`config.mk`:
```
export PLATFORM = sky130hd
export DESIGN_NAME = fpx_defer_sig
export DESIGN_NICKNAME = d
export VERILOG_FILES = /design/src/rtl/fpx_pkg.sv /design/src/rtl/fpx_ins_dec.sv /design/src/rtl/fpx_status.sv /design/src/rtl/fpx_native.sv /design/src/rtl/fpx_legacy.sv /design/src/rtl/fpx_defer_sig.sv
export SDC_FILE = /design/constraint.sdc
export NUM_CORES = 1
export LEC_CHECK = 0
export ABC_CLOCK_PERIOD_IN_PS = 3500
export CORE_MARGIN = 2
export CORE_UTILIZATION = 25
export CTS_CLUSTER_SIZE = 25
export DETAILED_ROUTE_END_ITERATION = 12
export DONT_BUFFER_PORTS = 1
export PLACE_DENSITY = 0.41
export REMOVE_ABC_BUFFERS = 1
export SLEW_MARGIN = 25
export SYNTH_ARGS = -nofsm -noshare
export SYNTH_HDL_FRONTEND = slang
export SYNTH_HIERARCHICAL = 1
export SYNTH_SLANG_ARGS = --single-unit
```
`constraint.sdc`:
```
create_clock -name clk -period 3.5 [get_ports clk]
set_input_delay 1.05 -clock clk [delete_from_list [all_inputs] [get_ports clk]]
set_output_delay 1.05 -clock clk [all_outputs]
set_load 0.1 [all_outputs]
```
`src/rtl/fpx_pkg.sv`:
```
package fpx_pkg;
  typedef enum logic [3:0] {
    CLS_INT    = 4'd0,
    CLS_WAIT   = 4'd1,
    CLS_SIMD   = 4'd2,
    CLS_FPW    = 4'd3,
    CLS_NINIT  = 4'd4,
    CLS_NCLEX  = 4'd5,
    CLS_NSTENV = 4'd6,
    CLS_NSAVE  = 4'd7,
    CLS_NSTSW  = 4'd8,
    CLS_NSTCW  = 4'd9
  } ins_cls_e;

  typedef struct packed {
    logic trig_any;   // WAIT, waiting FP, SIMD
    logic trig_err;   // waiting FP, SIMD
    logic discard;    // drops pending report
    logic clr_es;     // clears flags and ES
    logic mask_all;   // sets every mask bit
  } ins_dec_t;
endpackage

```
`src/rtl/fpx_ins_dec.sv`:
```
module fpx_ins_dec
  import fpx_pkg::*;
(
  input  logic       ins_valid,
  input  logic [3:0] ins_cls,
  output ins_dec_t   dec
);
  always_comb begin
    dec = '0;
    if (ins_valid) begin
      case (ins_cls_e'(ins_cls))
        CLS_WAIT:   dec.trig_any = 1'b1;
        CLS_SIMD, CLS_FPW: begin
          dec.trig_any = 1'b1;
          dec.trig_err = 1'b1;
        end
        CLS_NINIT: begin
          dec.discard  = 1'b1;
          dec.clr_es   = 1'b1;
          dec.mask_all = 1'b1;
        end
        CLS_NCLEX: begin
          dec.discard = 1'b1;
          dec.clr_es  = 1'b1;
        end
        CLS_NSTENV, CLS_NSAVE: begin
          dec.discard  = 1'b1;
          dec.mask_all = 1'b1;
        end
        default: dec = '0;
      endcase
    end
  end
endmodule

```
`src/rtl/fpx_status.sv`:
```
module fpx_status #(
  parameter int NEXC = 6,
  parameter int IPW  = 32
) (
  input  logic            clk,
  input  logic            rst,
  input  logic            det_valid,
  input  logic [NEXC-1:0] det_exc,
  input  logic [IPW-1:0]  det_ip,
  input  logic            mask_wr,
  input  logic [NEXC-1:0] mask_wdata,
  input  logic            discard,
  input  logic            clr_es,
  input  logic            mask_all,
  output logic [NEXC-1:0] flags,
  output logic            es,
  output logic            pend,
  output logic [NEXC-1:0] mask,
  output logic [IPW-1:0]  fault_ip
);
  logic [NEXC-1:0] flags_n, mask_n;
  logic            es_n, pend_n;
  logic [IPW-1:0]  ip_n;
  logic            unm_hit;

  assign unm_hit = det_valid && (|(det_exc & ~mask));

  always_comb begin
    flags_n = flags;
    mask_n  = mask;
    es_n    = es;
    pend_n  = pend;
    ip_n    = fault_ip;
    if (mask_wr) mask_n = mask_wdata;
    if (mask_all) mask_n = '1;
    if (clr_es) begin
      flags_n = '0;
      es_n    = 1'b0;
    end
    if (discard) begin
      pend_n = 1'b0;
      ip_n   = '0;
    end
    if (det_valid) flags_n = flags_n | det_exc;
    if (unm_hit) begin
      if (!pend_n) ip_n = det_ip;
      es_n   = 1'b1;
      pend_n = 1'b1;
    end
  end

  always_ff @(posedge clk) begin
    if (rst) begin
      flags    <= '0;
      mask     <= '1;
      es       <= 1'b0;
      pend     <= 1'b0;
      fault_ip <= '0;
    end else begin
      flags    <= flags_n;
      mask     <= mask_n;
      es       <= es_n;
      pend     <= pend_n;
      fault_ip <= ip_n;
    end
  end
endmodule

```
`src/rtl/fpx_native.sv`:
```
module fpx_native #(
  parameter int VEC_W     = 8,
  parameter int FAULT_VEC = 16
) (
  input  logic             clk,
  input  logic             rst,
  input  logic             native_mode,
  input  logic             pend,
  input  logic             trig_any,
  output logic             fault_req,
  output logic [VEC_W-1:0] fault_vec
);
  localparam logic [VEC_W-1:0] VEC_VAL = VEC_W'(FAULT_VEC);
  logic fire;

  assign fire = native_mode && pend && trig_any;

  always_ff @(posedge clk) begin
    if (rst) begin
      fault_req <= 1'b0;
      fault_vec <= '0;
    end else begin
      fault_req <= fire;
      fault_vec <= fire ? VEC_VAL : '0;
    end
  end
endmodule

```
`src/rtl/fpx_legacy.sv`:
```
module fpx_legacy #(
  parameter int NEXC = 6
) (
  input  logic            clk,
  input  logic            rst,
  input  logic            native_mode,
  input  logic            det_valid,
  input  logic [NEXC-1:0] det_exc,
  input  logic [NEXC-1:0] mask,
  input  logic [NEXC-1:0] defer_cfg,
  input  logic            pend,
  input  logic            trig_any,
  input  logic            trig_err,
  input  logic            clr_es,
  input  logic            ignore_err,
  output logic            err_n,
  output logic            stall
);
  logic err_arm, stall_arm;
  logic err_arm_n, stall_arm_n;
  logic imm_set, dfr_set, stl_set;

  assign imm_set = !native_mode && det_valid && (|(det_exc & ~mask & ~defer_cfg));
  assign dfr_set = !native_mode && pend && trig_err;
  assign stl_set = !native_mode && pend && trig_any;

  assign err_arm_n   = (err_arm && !clr_es) || imm_set || dfr_set;
  assign stall_arm_n = (stall_arm && !clr_es) || stl_set;

  always_ff @(posedge clk) begin
    if (rst) begin
      err_arm   <= 1'b0;
      stall_arm <= 1'b0;
      err_n     <= 1'b1;
      stall     <= 1'b0;
    end else begin
      err_arm   <= err_arm_n;
      stall_arm <= stall_arm_n;
      err_n     <= !(err_arm_n && !ignore_err);
      stall     <= stall_arm_n && !ignore_err;
    end
  end
endmodule

```
`src/rtl/fpx_defer_sig.sv`:
```
module fpx_defer_sig
  import fpx_pkg::*;
#(
  parameter int NEXC      = 6,
  parameter int IPW       = 32,
  parameter int VEC_W     = 8,
  parameter int FAULT_VEC = 16
) (
  input  logic             clk,
  input  logic             rst,
  input  logic             native_mode,
  input  logic             det_valid,
  input  logic [NEXC-1:0]  det_exc,
  input  logic [IPW-1:0]   det_ip,
  input  logic             mask_wr,
  input  logic [NEXC-1:0]  mask_wdata,
  input  logic [NEXC-1:0]  defer_cfg,
  input  logic             ins_valid,
  input  logic [3:0]       ins_cls,
  input  logic             ignore_err,
  output logic             fault_req,
  output logic [VEC_W-1:0] fault_vec,
  output logic             err_n,
  output logic             stall,
  output logic [NEXC-1:0]  flags,
  output logic             es,
  output logic [IPW-1:0]   fault_ip
);
  ins_dec_t        dec;
  logic            pend;
  logic [NEXC-1:0] mask_q;

  fpx_ins_dec u_dec (
    .ins_valid (ins_valid),
    .ins_cls   (ins_cls),
    .dec       (dec)
  );

  fpx_status #(.NEXC(NEXC), .IPW(IPW)) u_status (
    .clk        (clk),
    .rst        (rst),
    .det_valid  (det_valid),
    .det_exc    (det_exc),
    .det_ip     (det_ip),
    .mask_wr    (mask_wr),
    .mask_wdata (mask_wdata),
    .discard    (dec.discard),
    .clr_es     (dec.clr_es),
    .mask_all   (dec.mask_all),
    .flags      (flags),
    .es         (es),
    .pend       (pend),
    .mask       (mask_q),
    .fault_ip   (fault_ip)
  );

  fpx_native #(.VEC_W(VEC_W), .FAULT_VEC(FAULT_VEC)) u_native (
    .clk         (clk),
    .rst         (rst),
    .native_mode (native_mode),
    .pend        (pend),
    .trig_any    (dec.trig_any),
    .fault_req   (fault_req),
    .fault_vec   (fault_vec)
  );

  fpx_legacy #(.NEXC(NEXC)) u_legacy (
    .clk         (clk),
    .rst         (rst),
    .native_mode (native_mode),
    .det_valid   (det_valid),
    .det_exc     (det_exc),
    .mask        (mask_q),
    .defer_cfg   (defer_cfg),
    .pend        (pend),
    .trig_any    (dec.trig_any),
    .trig_err    (dec.trig_err),
    .clr_es      (dec.clr_es),
    .ignore_err  (ignore_err),
    .err_n       (err_n),
    .stall       (stall)
  );
endmodule

```
==> flow_summary.yaml <==
power_and_ir_drop:
  ir_worst_vdd_mv: 0.190
  p_switching_uw: 525
  power.density_nw_per_um2: 519
  internal-power_uw: 825
  seq_power_share: 0.637
  switching_share: 0.389
  power.leakage_nw: 0.992
  power_mw: 1.35
  power.share.clock: 0.248
  comb_power_share: 0.115
detailed_routing:
  final_antenna_net_count: 0
  drtIter0Drc: 54
  vias_per_cell: 4.42
  vias: 1637
  routedWlPerCell_um: 15.3
  route.detailed.drc: 0
  wl_um: 5650
  dr.pass1.iters: 4
worst_setup_path:
  r2r_slack_ns: 1.79
  worstRegToRegCells: 2
  cp.arrival_ns: 1.33
  r2r-end: "u_status/fault_ip[21]"
  crit_cells: 0
  crit_path_end_kind: "output pin"
  required_ns: 2.45
  cp_max_fo: 2
  worstSetupPathType: "reg -> out"
  r2r-start: "u_status/fault_ip[21]"
  crit_path_start_kind: "flip-flop"
finish:
  postLayoutCellArea_sq_um: 2600
  syn2layout_area_growth_pct: 4.31
  largest_register_ff_count: 32
  n_antenna_cell: 0
  drive_gt1_frac: 0.219
  top_regs: "u_status/fault_ip: 32 flops, u_status/flags: 6 flops, u_status/mask: 6 flops"
  final_cell_mix: "dfxtp_1, mux2i_1, nand2b_1, or3b_2, nor2_1"
  final_common_cell: "dfxtp_1"
  register_area_sq_um: 1020
  largest-register: "u_status/fault_ip"
  layout.cells.non_filler: 370
  multi_input_area_sq_um: 1270
  n_fill_cell: 1054
  nets: 297
  fin_util: 0.268
die:
  core.rowCount: 36
  dieHeight_um: 104
  die_w_um: 104
  boundaryPins: 111
  coreArea_sq_um: 9730
  die-area_sq_um: 10800
  start_util: 0.257
global_routing:
  grt_usage: 0.103
  antenna_found_initial: 0
  overflow: 0
  grt_max_degree: 78
  grt_first_pass_wirelength_um: 9050
  grt_pass1_vias: 1680
logic_synthesis:
  ys_warn_count: 6
  ys_top_cells_by_area: "dfxtp_1, mux2i_1, or3b_2"
  ys_ff_latch: 51
  yosysSeqAreaShare: 0.409
  synthCells: 246
  yosysTopAreaCellShare: 0.409
  synth_largest_area_cell: "dfxtp_1"
  syn_area_sq_um: 2500
  synth_area_per_cell_sq_um: 10.1
  synth_cell_type_count: 34
clocking:
  cts.clk_slew.worst_paths_ns: 0.10
  clk_latency_ns: 0.30
  htree_levels: 2
  postCtsHoldBufs: 0
  cts_tree: "done"
  root_buffer: "clkbuf_8"
  cts_setup_buffers: 0
  cts_buffers: 5
  cts-resized-gates: 0
  clock_path_buffers: 2
  cts_sinks: 51
sta:
  layout_setup_ws_ns: 1.12
  slew_violations: 0
  rsz0062_at_grt: "no"
  hold_ws_ns: 0.510
  clock.fmax_mhz: 421
  period_needed_ns: 2.38
  finalSetupTns_ns: 0
  tightest_slew_ns: 1.04
  setup_violations: 0
  hold_violations: 0
  slew_headroom: 0.304
  finClkSkew_ns: 0.00838
  finalCritPeriodShare: 0.679
run:
  drv_cap: 0
placed_design:
  place_congestion: 0.715
  post-place-ws_ns: 1.04
  placed_cells: 362
  io_buffers: 0
  placed_area_sq_um: 2520
  dp_hpwl_um: 3840
min_path:
  min_path_type: "reg -> reg"
  whs_path_depth: 2
  min_to: "u_status/mask[1]"
  min_from: "u_status/mask[1]"
run_status:
  status: "finished clean"
==> logic make-up (layout without fill, tap and decap cells) <==
| family | Yosys count | count (layout) | share of synthesized area |
|---|---|---|---|
| AOI/OAI and AO/OA | 22 | 22 | 0.0892 |
| DFF | 51 | 51 | 0.409 |
| muxes | 36 | 36 | 0.144 |
| buffers and inverters | 37 | 22 | 0.0902 |
| other | 1 | 7 | 0.00150 |
| and+or+nand+nor | 99 | 99 | 0.266 |
==> synthesized netlist by cell type (all sizes together) <==
library cell / number
dfxtp: 51
mux2i: 36
nand2b: 34
or3b: 31
nor2: 17
clkbuf: 13
buf: 12
inv: 12
a22oi: 8
nand2: 8
a21oi: 4
nor4b: 2
o211ai: 2
o22ai: 2
o31ai: 2
a22o: 1
a32oi: 1
a41oi: 1
and2b: 1
and3b: 1
and4b: 1
conb: 1
nand3b: 1
nor2b: 1
nor3: 1
nor3b: 1
o311a: 1
==> how the worst max path moves through the flow <==
stage	from	endpoint	slack, ns
CTS	u_status/fault_ip[21]	fault_ip[21]	1.12
finish	u_status/fault_ip[21]	fault_ip[21]	1.12
global placement	ins_cls[3]	u_status/fault_ip[22]	1.06
global route	u_status/fault_ip[21]	fault_ip[21]	1.11
detailed placement	ins_cls[3]	u_status/fault_ip[4]	1.04
floorplan	ins_cls[3]	u_status/fault_ip[0]	0.23
==> power groups by stage <==
stage	Combinational, mW	Sequential, mW	Clock (mW)
5_1_grt	0.169	0.864	0.376
6_report	0.155	0.860	0.335
3_3_place_gp	0.156	0.874	0
2_1_floorplan	0.139	0.864	0
4_1_cts	0.158	0.861	0.361
3_5_place_dp	0.158	0.874	0
==> routing by layer <==
metal / routed length, um / track usage
met5: 0 / 0
met4: 0 / 0.0232
met3: 650 / 0.0533
met2: 2500 / 0.164
met1: 2490 / 0.123
==> final cells by class <==
class / count / area share
sequential: 51 / 0.393
multi-input combinational: 164 / 0.489
tap: 133 / 0.0639
timing repair buffer: 2 / 0.00577
inverter: 12 / 0.0173
clock inverter: 1 / 0.00192
clock buffer: 7 / 0.0293
(Power assumes the default switching activity.)
